File: config.mk
export PLATFORM = sky130hd
export DESIGN_NAME = mesh_route_select
export DESIGN_NICKNAME = d
export VERILOG_FILES = /design/src/rtl/route_pkg.sv /design/src/rtl/route_datapath.sv /design/src/rtl/route_control.sv /design/src/rtl/mesh_route_select.sv
export SDC_FILE = /design/constraint.sdc
export NUM_CORES = 1
export LEC_CHECK = 0
export BUFFER_PORTS_ARGS = -buffer_cell sky130_fd_sc_hd__buf_2
export CORE_AREA = 10 10 47 49
export DETAILED_ROUTE_END_ITERATION = 10
export DIE_AREA = 0 0 57 59
export PLACE_DENSITY = 0.69
export SYNTH_ARGS = -nofsm -noshare
export SYNTH_HDL_FRONTEND = slang
export SYNTH_SLANG_ARGS = --single-unit
File: constraint.sdc
create_clock -name clk -period 1.8 [get_ports clk]
set_input_delay 0.45 -clock clk [delete_from_list [all_inputs] [get_ports clk]]
set_output_delay 0.45 -clock clk [all_outputs]
set_load 0.005 [all_outputs]
File: src/rtl/route_pkg.sv
package route_pkg;
  typedef enum logic [2:0] {
    PORT_LOCAL = 3'd0,
    PORT_EAST  = 3'd1,
    PORT_WEST  = 3'd2,
    PORT_NORTH = 3'd3,
    PORT_SOUTH = 3'd4
  } portE;

  localparam int MODE_DOR  = 0;
  localparam int MODE_TURN = 1;

  // coordinate comparison flags, datapath -> control
  typedef struct packed {
    logic atDest;
    logic needE;
    logic needW;
    logic needN;
    logic needS;
  } cmpT;

  // decision strobes, control -> datapath
  typedef struct packed {
    logic load;
    portE port;
    logic plane;
  } strobeT;
endpackage

File: src/rtl/route_datapath.sv
module route_datapath
  import route_pkg::*;
#(
  parameter int XW = 3,
  parameter int YW = 3,
  parameter int ROUTE_MODE = MODE_TURN
) (
  input  logic          clk,
  input  logic          rst_n,
  input  logic          inValid,
  input  logic          inPlane,
  input  logic [XW-1:0] curX,
  input  logic [YW-1:0] curY,
  input  logic [XW-1:0] dstX,
  input  logic [YW-1:0] dstY,
  input  strobeT        strobe,
  output cmpT           cmp,
  output logic          outValid,
  output portE          outPort,
  output logic          outPlane
);
  // unsigned coordinate comparisons
  always_comb begin
    cmp.needE  = dstX > curX;
    cmp.needW  = dstX < curX;
    cmp.needN  = dstY > curY;
    cmp.needS  = dstY < curY;
    cmp.atDest = (dstX == curX) && (dstY == curY);
  end

  always_ff @(posedge clk) begin
    if (!rst_n) begin
      outValid <= 1'b0;
      outPort  <= PORT_LOCAL;
      outPlane <= 1'b0;
    end else begin
      outValid <= strobe.load;
      if (strobe.load) begin
        outPort  <= strobe.port;
        outPlane <= strobe.plane;
      end
    end
  end

  assert_valid_follows_R2: assert property (@(posedge clk) disable iff (!rst_n)
    inValid |=> outValid);
  assert_idle_follows_R2: assert property (@(posedge clk) disable iff (!rst_n)
    !inValid |=> !outValid);
  assert_local_at_dest_R3: assert property (@(posedge clk) disable iff (!rst_n)
    (inValid && cmp.atDest) |=> (outPort == PORT_LOCAL));
  assert_local_only_at_dest_R3: assert property (@(posedge clk) disable iff (!rst_n)
    (inValid && !cmp.atDest) |=> (outPort != PORT_LOCAL));

  generate
    if (ROUTE_MODE == MODE_DOR) begin : g_dorChk
      assert_x_first_R5: assert property (@(posedge clk) disable iff (!rst_n)
        (inValid && (cmp.needE || cmp.needW)) |=>
          (outPort == PORT_EAST || outPort == PORT_WEST));
      assert_plane_kept_R6: assert property (@(posedge clk) disable iff (!rst_n)
        inValid |=> (outPlane == $past(inPlane)));
    end else begin : g_turnChk
      assert_west_first_R7: assert property (@(posedge clk) disable iff (!rst_n)
        (inValid && !inPlane && cmp.needW) |=> (outPort == PORT_WEST));
      assert_plane_sticky_R10: assert property (@(posedge clk) disable iff (!rst_n)
        (inValid && inPlane) |=> outPlane);
      assert_north_last_R10: assert property (@(posedge clk) disable iff (!rst_n)
        (inValid && inPlane && (cmp.needE || cmp.needW || cmp.needS)) |=>
          (outPort != PORT_NORTH));
    end
  endgenerate
endmodule

File: src/rtl/route_control.sv
module route_control
  import route_pkg::*;
#(
  parameter int ROUTE_MODE = MODE_TURN
) (
  input  logic       clk,
  input  logic       rst_n,
  input  logic       inValid,
  input  logic       inPlane,
  input  logic [2:0] inFrom,
  input  cmpT        cmp,
  output strobeT     strobe
);
  portE fromPort;
  logic movedNonWest;

  assign fromPort     = portE'(inFrom);
  // entering on West/North/South means the last hop went east/south/north
  assign movedNonWest = (fromPort == PORT_WEST) || (fromPort == PORT_NORTH) ||
                        (fromPort == PORT_SOUTH);

  generate
    if (ROUTE_MODE == MODE_DOR) begin : g_dor
      always_comb begin
        strobe.load  = inValid;
        strobe.plane = inPlane;
        if (cmp.needE)      strobe.port = PORT_EAST;
        else if (cmp.needW) strobe.port = PORT_WEST;
        else if (cmp.needN) strobe.port = PORT_NORTH;
        else if (cmp.needS) strobe.port = PORT_SOUTH;
        else                strobe.port = PORT_LOCAL;
      end
    end else begin : g_turn
      always_comb begin
        strobe.load  = inValid;
        strobe.plane = inPlane;
        strobe.port  = PORT_LOCAL;
        if (!inPlane) begin
          // plane 0: westward hops first, then X before Y
          if (cmp.needW) begin
            strobe.port  = PORT_WEST;
            strobe.plane = movedNonWest;
          end else if (cmp.needE) strobe.port = PORT_EAST;
          else if (cmp.needN)     strobe.port = PORT_NORTH;
          else if (cmp.needS)     strobe.port = PORT_SOUTH;
        end else begin
          // plane 1: north-bound hops last
          if (cmp.needE)      strobe.port = PORT_EAST;
          else if (cmp.needW) strobe.port = PORT_WEST;
          else if (cmp.needS) strobe.port = PORT_SOUTH;
          else if (cmp.needN) strobe.port = PORT_NORTH;
        end
      end

      assert_switch_on_turn_R8: assert property (@(posedge clk) disable iff (!rst_n)
        (inValid && !inPlane && cmp.needW && movedNonWest) |-> strobe.plane);
      assert_stay_plane0_R9: assert property (@(posedge clk) disable iff (!rst_n)
        (inValid && !inPlane && !cmp.needW) |-> !strobe.plane);
    end
  endgenerate

  assert_port_legal_R4: assert property (@(posedge clk) disable iff (!rst_n)
    inValid |-> (strobe.port inside {PORT_LOCAL, PORT_EAST, PORT_WEST,
                                     PORT_NORTH, PORT_SOUTH}));
endmodule

File: src/rtl/mesh_route_select.sv
module mesh_route_select
  import route_pkg::*;
#(
  parameter int MESH_X = 8,
  parameter int MESH_Y = 8,
  parameter int ROUTE_MODE = MODE_TURN,
  localparam int XW = (MESH_X > 1) ? $clog2(MESH_X) : 1,
  localparam int YW = (MESH_Y > 1) ? $clog2(MESH_Y) : 1
) (
  input  logic          clk,
  input  logic          rst_n,
  input  logic          inValid,
  input  logic [XW-1:0] curX,
  input  logic [YW-1:0] curY,
  input  logic [XW-1:0] dstX,
  input  logic [YW-1:0] dstY,
  input  logic          inPlane,
  input  logic [2:0]    inFrom,
  output logic          outValid,
  output logic [2:0]    outPort,
  output logic          outPlane
);
  cmpT    cmp;
  strobeT strobe;
  portE   portReg;

  route_control #(.ROUTE_MODE(ROUTE_MODE)) ctrl (
    .clk(clk), .rst_n(rst_n), .inValid(inValid), .inPlane(inPlane),
    .inFrom(inFrom), .cmp(cmp), .strobe(strobe)
  );

  route_datapath #(.XW(XW), .YW(YW), .ROUTE_MODE(ROUTE_MODE)) dp (
    .clk(clk), .rst_n(rst_n), .inValid(inValid), .inPlane(inPlane),
    .curX(curX), .curY(curY), .dstX(dstX), .dstY(dstY),
    .strobe(strobe), .cmp(cmp),
    .outValid(outValid), .outPort(portReg), .outPlane(outPlane)
  );

  assign outPort = portReg;
endmodule

# Word level (Yosys, flattened, before mapping)
# Cells that the tools add are included.
[classes]
addsub = 0
mul = 0
div_mod_pow = 0
order_cmp = 4
n_eq_ne = 3
n_shift = 0
mux = 11
bitwise = 0
reduce_logical = 2
[op_table]
columns = ["operator", "count"]
rows = [
  ["$mux 3", 8],
  ["$eq 3x2->1 const B", 2],
  ["$gt 3x3->1", 2],
  ["$lt 3x3->1", 2],
  ["$eq 3x3->1 const B", 1],
  ["$logic_or 1x1->1", 2],
  ["$mux 1", 2],
  ["$mux 2", 1],
]
[totals]
register_bits = 5
latch_bits = 0
ramBits = 0
mem_bits_ro = 0
out_inout_bits = 5
word_cells = 23
mem_count = 0

# Depth between registers and ports, before layout
# Gate-level depths: netlist of the first run.
[logic_depth]
ltp_word = 6
depth_mapped = 5

# Hierarchy
# From an unflattened synthesis of the first run, not the netlist that was laid out.
[unflattened]
cells_unflattened = 49
area_unflattened_um2 = 429.2
[by_module_without_submodules]
columns = ["mod", "n_inst", "cells_per_inst", "area_per_inst_um2", "seq_area_each_um2"]
rows = [
  ["route_datapath", 1, 38, 347.8, 100.1],
  ["route_control", 1, 11, 81.3, 0.0],
]

# Least setup slack after synthesis of the first run
# OpenSTA, ideal clock, no wires.
[synth_timing]
path_kind = "input to register"
start = "in curY[2]"
end = "reg dp.outPort[2]"
setup_ps = 84
t_arrival_ps = 1390
required_time_ps = 1716
path_slack_ps = 326
stages = 5
n_path_buf = 0
cell_sequence = "inv_1 > ha_1 > and3b_1 > or2_1 > o31ai_2"
[synth_between]
elab_chain_len = 6
elab_cells_between_ends = 10
classes_between = "order compare: 2; mux: 8"
[synth_lines]
columns = ["element", "line_no", "source"]
rows = [
  ["from (decl)", "mesh_route_select.sv:14", "input logic [YW-1:0] curY,"],
  ["$lt 3x3->1", "route_datapath.sv:27", "cmp.needS = dstY < curY;"],
  ["$mux 3", "route_control.sv:45", "else if (cmp.needS) strobe.port = PORT_SOUTH;"],
  ["$mux 3", "route_control.sv:44", "else if (cmp.needN) strobe.port = PORT_NORTH;"],
  ["$mux 3", "route_control.sv:43", "end else if (cmp.needE) strobe.port = PORT_EAST;"],
  ["$mux 3", "route_control.sv:40", "if (cmp.needW) begin"],
  ["$mux 3 (*)", "route_control.sv:38", "if (!inPlane) begin"],
  ["to (signal assigned)", "route_datapath.sv:39", "outPort <= strobe.port;"],
  ["to (decl)", "route_datapath.sv:19", "output portE outPort,"],
]
# Mark *: on every way between the ends. The rest lies on a longest branch, timed or not.
# A chain may end at the register's enable or synchronous reset.

# Worst setup path in the final report of the first run
# Same ends and word-level chain as after synthesis.

==> results of run 1 <==
## per-stage QoR
stage	setup WS, ns	total power [uW]	area [um^2]
2_1_floorplan	0.326	175	385
3_3_place_gp	0.226	211	520
3_5_place_dp	0.193	214	520
4_1_cts	0.451	352	547
5_1_grt	0.387	375	547
6_report	0.452	345	547
## power by group through the flow
stage	logic, uW	registers (uW)	clock network, uW
4_1_cts	90.3	123	139
3_5_place_dp	89.7	125	0
2_1_floorplan	49.7	126	0
5_1_grt	102	123	149
6_report	88.2	123	134
3_3_place_gp	86.8	124	0
## layer usage
| metal | up-vias | track usage (%) |
|---|---|---|
| met5 | - | 0 |
| met4 | 0 | 1.01 |
| met3 | 0 | 6.44 |
| met2 | 20 | 8.53 |
| met1 | 161 | 6.47 |
| li1 | 216 | - |
## cell type report
class,instances,area [um^2],share of cell area (%)
Clock buffer,4,26.3,4.81
Inverter,7,26.3,4.81
Timing Repair Buffer,23,115,21.1
Tap cell,16,20.0,3.66
Multi-Input combinational cell,33,259,47.4
Sequential cell,5,100,18.3
## kinds of logic (layout without fill, tap and decap cells)
group / after synthesis / in the layout / synth area share [%]
simple gates: 14 / 14 / 24.7
fa+ha+maj: 6 / 6 / 19.5
buf+inv: 7 / 34 / 6.82
flops: 5 / 5 / 26.0
compound gates: 13 / 13 / 23.1
## cells in the mapped netlist, drive strengths merged
library cell  instances  area share (%)
a21oi                 1             1.3
a31oi                 2             3.2
o211ai                3             5.8
a21o                  2             4.2
o31ai                 1             3.2
o21ai                 4             5.2
and3b                 3             6.8
dfxtp                 5              26
and2                  1             1.6
nor2b                 1             1.6
nor2                  1            0.97
or2                   1             1.6
nor3b                 1             1.9
ha                    6              19
nand2b                1             1.6
nand3b                3             5.8
nand3                 2             2.6
inv                   7             6.8
## worst max-delay path, cell delays in order
cell     delay (ns)
buf_2          0.08
inv_1          0.03
ha_1           0.31
and3b_1        0.19
or2_1          0.23
o31ai_2        0.22
## sequential cells by signal, indices dropped and copies added (netlist names)
signal	flops
dp.outPlane	1
dp.outPort	3
dp.outValid	1
## how the worst max path moves through the flow
stage          startpoint       endpoint  slack [ns]  depth (start not counted)
2_1_floorplan     curY[2]  dp.outPort[2]        0.33                          5
3_3_place_gp      curY[2]  dp.outPort[2]        0.23                          6
3_5_place_dp      curY[2]  dp.outPort[2]        0.19                          6
4_1_cts           curY[2]  dp.outPort[2]        0.45                          6
5_1_grt           curY[2]  dp.outPort[2]        0.39                          6
6_report          curY[2]  dp.outPort[2]        0.45                          6
==> metrics.csv, run 1 <==
stage;metric;value;unit
cts;postCtsSetupRepairBufs;0;
global_routing;grt_pass1_wl;1660;um
run;max-cap-violations;0;
worst_setup_path;r2r_start;dp.outPort[1];
final_layout;instances_no_fill;88;
sta;rsz0062_at_grt;false;
route;route.vias.total;397;
route;drt_iter0_markers;1;
final_layout;fillerInstances;152;
worst_setup_path;reg2reg_slack;1.02;ns
route;wl_per_cell;11.0;um
power;p_sw_share;27.3;%
floorplanning;fp-row-count;14;
power;p_clk_share;38.8;%
floorplanning;core;1400;um^2
power;power_density;630;nW/um^2
placement;place_inst;84;
route;routed.top_layer;met3;
sta;max_freq;742;MHz
final_layout;nets;98;
cts;cts.path.max_buffers;2;
final_layout;final_cell_mix;23 x buf_2, 7 x inv_1, 6 x ha_1;
cts;cts_sinks;5;
sta;setup_viol;0;
global_routing;grt_max_degree;7;
global_routing;grt_pass1_vias;409;
final_layout;final_util;39.0;%
final_layout;syn2layout_area_growth;41.9;%
sta;hold_viol;0;
floorplanning;die_h;59;um
hold_path;hp-class;primary input to flop;
sta;worst_pin_slew;0.235;ns
final_layout;drive_gt1_share;38.9;%
status;run_status;finished clean;
synthesis;syn_nets;70;
placement;place.gp.congestion;0.677;
power;pwr-share-comb;25.6;%
global_routing;antenna_found_initial;0;
power;vdd_drop_max;0.278;mV
cts;cts_tree;done;
route;route.met2.wl;375;um
sta;slew_headroom;84.1;%
floorplanning;die_width;57;um
global_routing;gr-usage-all-layers;6.16;%
hold_path;hold_end;dp.outPlane;
hold_path;min_path_cells;2;
worst_setup_path;r2r_cells;3;
worst_setup_path;end_kind;flop;
cts;cts_resized;0;
synthesis;ys_ff_latch;5;
worst_setup_path;crit_path_start_kind;primary input;
sta;min_period_over_period;74.9;%
worst_setup_path;r2r_end;dp.outPort[1];
route;wl_met3;142;um
sta;fin_worst_skew;0;ns
cts;ctsHoldBuffers;0;
floorplanning;die-area;3360;um^2
sta;whs;0.439;ns
cts;clock_latency;0.24;ns
worst_setup_path;critical_path_class;primary input to flop;
cts;cts_inserted_buffers;3;
global_routing;grt-ovfl-total;0;
synthesis;synth_cells;45;
power;p_sw;94.0;uW
cts;h-tree-depth;1;
final_layout;final_common_cell;buf_2;
cts;clk_pin_slew_worst_paths;0.05;ns
route;drc;0;
worst_setup_path;path_max_fanout;3;
synthesis;seq_area_frac_synth;26.0;%
route;ant_nets;0;
final_layout;diodes;0;
synthesis;ys_warn_count;0;
placement;place_hpwl;857;um
worst_setup_path;crit_arrival;1.51;ns
floorplanning;io_pins;24;
sta;min_period;1.35;ns
route;via_per_inst;4.51;
synthesis;synth.distinct_cells;19;
route;first_pass_iters;3;
floorplanning;initial_core_util;27.5;%
synthesis;syn_avg_cell_area;8.56;um^2
power;internal_power;251;uW
sta;finalSetupTns;0;ns
synthesis;syn_area;385;um^2
route;wl;969;um
placement;io_buffers;23;
sta;timing.final.max_slew_violations;0;
power;p_leak;0.000305;uW
worst_setup_path;worstPathRequired;1.96;ns
power;seqPwrFrac;35.6;%
route;wl_met1;451;um
cts;cts-root-buf;clkbuf_4;
hold_path;min-delay-start;inValid;
Note: power is estimated with default switching activity, not from simulation.
==> inputs of run 2 (changes only) <==
- ABC_AREA: unset -> 1
- PLACE_DENSITY: 0.69 -> 0.67
- clock period: 1.8 -> 1.33 ns (I/O delays scaled with it)
==> run 2 against run 1 <==
  * Cell area down 4.8%
  * Sequential share of layout area up 0.92 points
  * Combinational power increased by 25%
  * Via count grew 1.8%
  * Clock skew stayed put
  * Synthesized cell count up 18%
  * Critical path depth increased by 2
  * Total power up 30%
  * Wire length down 5.7%
  * Die area did not move
  * Setup slack worse by 0.21 ns
  * Largest power group unchanged
==> metrics.csv, run 2 <==
stage;metric;value;unit;change
status;run_status;finished clean;;unchanged
worst_setup_path;cp_slowest_cell;ha_1;;unchanged
route;wl_per_cell;9.52;um;was 11.0 um
sta;slew_headroom;88.5;%;was 84.1%
power;power_density;861;nW/um^2;was 630 nW/um^2
sta;hold_viol;0;;unchanged
global_routing;grt_max_degree;5;;was 7
worst_setup_path;path_cells;buf_2 > inv_1 > ha_1 > a21oi_1 > nand2_1 > nor2_1 > nand2_1 > a21oi_1;;was buf_2 > inv_1 > ha_1 > and3b_1 > or2_1 > o31ai_2
placement;place_inst;92;;was 84
final_layout;final_cell_mix;23 x buf_2, 12 x inv_1, 12 x nand2_1;;was 23 x buf_2, 7 x inv_1, 6 x ha_1
synthesis;synth.distinct_cells;10;;was 19
synthesis;synth_top_flop_cell;dfxtp_1;;unchanged
cts;cts_resized;0;;unchanged
floorplanning;core;1400;um^2;unchanged
worst_setup_path;path_max_fanout;3;;unchanged
final_layout;largest_registers;dp.outPort x3, dp.outPlane x1, dp.outValid x1;;unchanged
placement;dp_slack;-0.0298;ns;was 0.193 ns
sta;rsz0062_at_grt;false;;unchanged
synthesis;synth_area_leaders;dfxtp_1 28%, ha_1 21%, inv_1 13%;;was dfxtp_1 26%, ha_1 19%, inv_1 6.8%
power;p_leak;0.000318;uW;was 0.000305 uW
final_layout;largest_register_ffs;3;;unchanged
route;drc;0;;unchanged
final_layout;drive_gt1_share;36.3;%;was 38.9%
final_layout;diodes;0;;unchanged
floorplanning;die_h;59;um;unchanged
synthesis;synth_cells;53;;was 45
route;wl_met3;92;um;was 142 um
synthesis;syn_area;359;um^2;was 385 um^2
cts;cts.path.max_buffers;2;;unchanged
global_routing;gr-usage-all-layers;5.51;%;was 6.16%
floorplanning;fp-row-count;14;;unchanged
sta;timing.final.max_slew_violations;0;;unchanged
route;route.vias.total;404;;was 397
hold_path;min_path_cells;3;;was 2
floorplanning;initial_core_util;25.6;%;was 27.5%
placement;io_buffers;23;;unchanged
global_routing;grt_pass1_wl;1520;um;was 1660 um
sta;min_period_over_period;81.9;%;
worst_setup_path;max_stage_delay;0.31;ns;about the same
hold_path;min-delay-start;inValid;;unchanged
synthesis;synth_top_area_share;27.9;%;was 26.0%
route;route.met2.wl;466;um;was 375 um
floorplanning;die-area;3360;um^2;unchanged
final_layout;regMostFlops;dp.outPort;;unchanged
global_routing;grt-ovfl-total;0;;unchanged
worst_setup_path;r2r_start;dp.outPort[1];;unchanged
worst_setup_path;cp_num_buf_inv;2;;unchanged
route;first_pass_iters;2;;was 3
route;ant_nets;0;;unchanged
floorplanning;die_width;57;um;unchanged
placement;place_hpwl;825;um;was 857 um
final_layout;instances_no_fill;96;;was 88
hold_path;hold_end;dp.outValid;;was dp.outPlane
worst_setup_path;reg2reg_slack;0.69;ns;was 1.02 ns
synthesis;ys_ff_latch;5;;unchanged
synthesis;seq_area_frac_synth;27.9;%;was 26.0%
sta;min_period;1.09;ns;
synthesis;syn_nets;78;;was 70
sta;setup_viol;0;;unchanged
route;via_per_inst;4.21;;was 4.51
synthesis;synthTopCellsByCount;12 x inv_1, 12 x nand2_1, 6 x ha_1, 5 x a21oi_1, 5 x dfxtp_1;;was 7 x inv_1, 6 x ha_1, 5 x dfxtp_1, 4 x o21ai_0
synthesis;synth_top_cell_by_area;dfxtp_1;;unchanged
sta;worst_pin_slew;0.171;ns;was 0.235 ns
sta;fin_ws;0.240;ns;was 0.452 ns
worst_setup_path;cp-startpoint;curY[2];;unchanged
worst_setup_path;critical_path_class;primary input to flop;;unchanged
sta;finalSetupTns;0;ns;unchanged
final_layout;fin_area;520;um^2;was 547 um^2
worst_setup_path;crit_arrival;1.26;ns;was 1.51 ns
final_layout;final_common_cell;buf_2;;unchanged
cts;cts_inserted_buffers;3;;unchanged
worst_setup_path;worstPathRequired;1.50;ns;was 1.96 ns
placement;dpl_cell_area;494;um^2;was 520 um^2
cts;h-tree-depth;1;;unchanged
worst_setup_path;r2r_cells;2;;was 3
worst_setup_path;cp_top_family;adder cells;;was simple AND/OR/NAND/NOR gates
hold_path;hp-class;primary input to flop;;unchanged
route;routed.top_layer;met3;;unchanged
final_layout;nets;106;;was 98
synthesis;async_reset_ff_share;0;%;unchanged
placement;place.gp.congestion;0.673;;was 0.677
synthesis;ys_warn_count;0;;unchanged
final_layout;fillerInstances;158;;was 152
sta;fin_worst_skew;0;ns;unchanged
cts;clk_pin_slew_worst_paths;0.04;ns;was 0.05 ns
synthesis;syn_avg_cell_area;6.78;um^2;was 8.56 um^2
synthesis;synth_edf_count;0;;unchanged
floorplanning;io_pins;24;;unchanged
run;max-cap-violations;0;;unchanged
cts;ctsHoldBuffers;0;;unchanged
worst_setup_path;end_kind;flop;;unchanged
sta;max_freq;918;MHz;
cts;cts-root-buf;clkbuf_4;;unchanged
worst_setup_path;crit_path_start_kind;primary input;;unchanged
route;drt_iter0_markers;7;;was 1
route;wl;914;um;was 969 um
worst_setup_path;r2r_end;dp.outPort[1];;unchanged
global_routing;antenna_found_initial;0;;unchanged
cts;cts_sinks;5;;unchanged
route;wl_met1;355;um;was 451 um
cts;postCtsSetupRepairBufs;0;;unchanged
power;vdd_drop_max;0.528;mV;was 0.278 mV
cts;cts_tree;done;;unchanged
final_layout;syn2layout_area_growth;44.9;%;was 41.9%
global_routing;grt_pass1_vias;384;;was 409
cts;clock_latency;0.24;ns;about the same
-- run 2: cell type report --
class,count,area (um^2),share of cell area [%]
Inverter,12,45.0,8.65
Timing Repair Buffer,23,115,22.1
Sequential cell,5,100,19.2
Tap cell,16,20.0,3.85
Multi-Input combinational cell,36,214,41.1
Clock buffer,4,26.3,5.05
-- run 2: worst register-to-register path: stages, from the launching register on --
cell and delay, ns:
dfxtp_1 0.30, o21ai_0 0.17, a21oi_1 0.05
-- run 2: worst max-delay path by stage --
| stage | endpoint | slack, ns | cells after the start |
|---|---|---|---|
| after floorplan | dp.outPort[0] | 0.15 | 8 |
| after global placement | dp.outPort[2] | -0.003 | 9 |
| after detailed placement | dp.outPort[2] | -0.03 | 9 |
| after CTS | dp.outPort[2] | 0.22 | 9 |
| after global routing | dp.outPort[2] | 0.13 | 9 |
| final | dp.outPort[2] | 0.24 | 8 |
-- run 2: power breakdown --
| part | internal [uW] | leakage, uW | switching [uW] |
|---|---|---|---|
| logic | 55.0 | 0.000262 | 54.9 |
| registers | 160 | 0.0000413 | 4.01 |
| clock network | 113 | 0.0000150 | 60.6 |
| total | 328 | 0.000318 | 120 |
-- run 2: per-stage QoR --
stage               total power [uW]  hold slack (ns)  util [%]
global placement                 276            0.457      35.3
finish                           448            0.321      37.1
detailed placement               279            0.458      35.3
CTS                              456            0.314      37.1
floorplan                        230            0.426         -
global route                     497            0.307      37.1
-- run 2: logic make-up after synthesis --
group                      synth area share (%)
and+or+nand+nor                            25.8
buffers and inverters                      12.5
AOI/OAI and AO/OA                          9.76
adders and majority gates                  20.9
DFF                                        27.9
muxes                                      3.14
-- run 2: layer usage --
layer	up-vias	global-route usage (%)
met5	-	0
met4	0	2.01
met3	0	3.86
met2	16	8.84
met1	168	5.53
li1	220	-
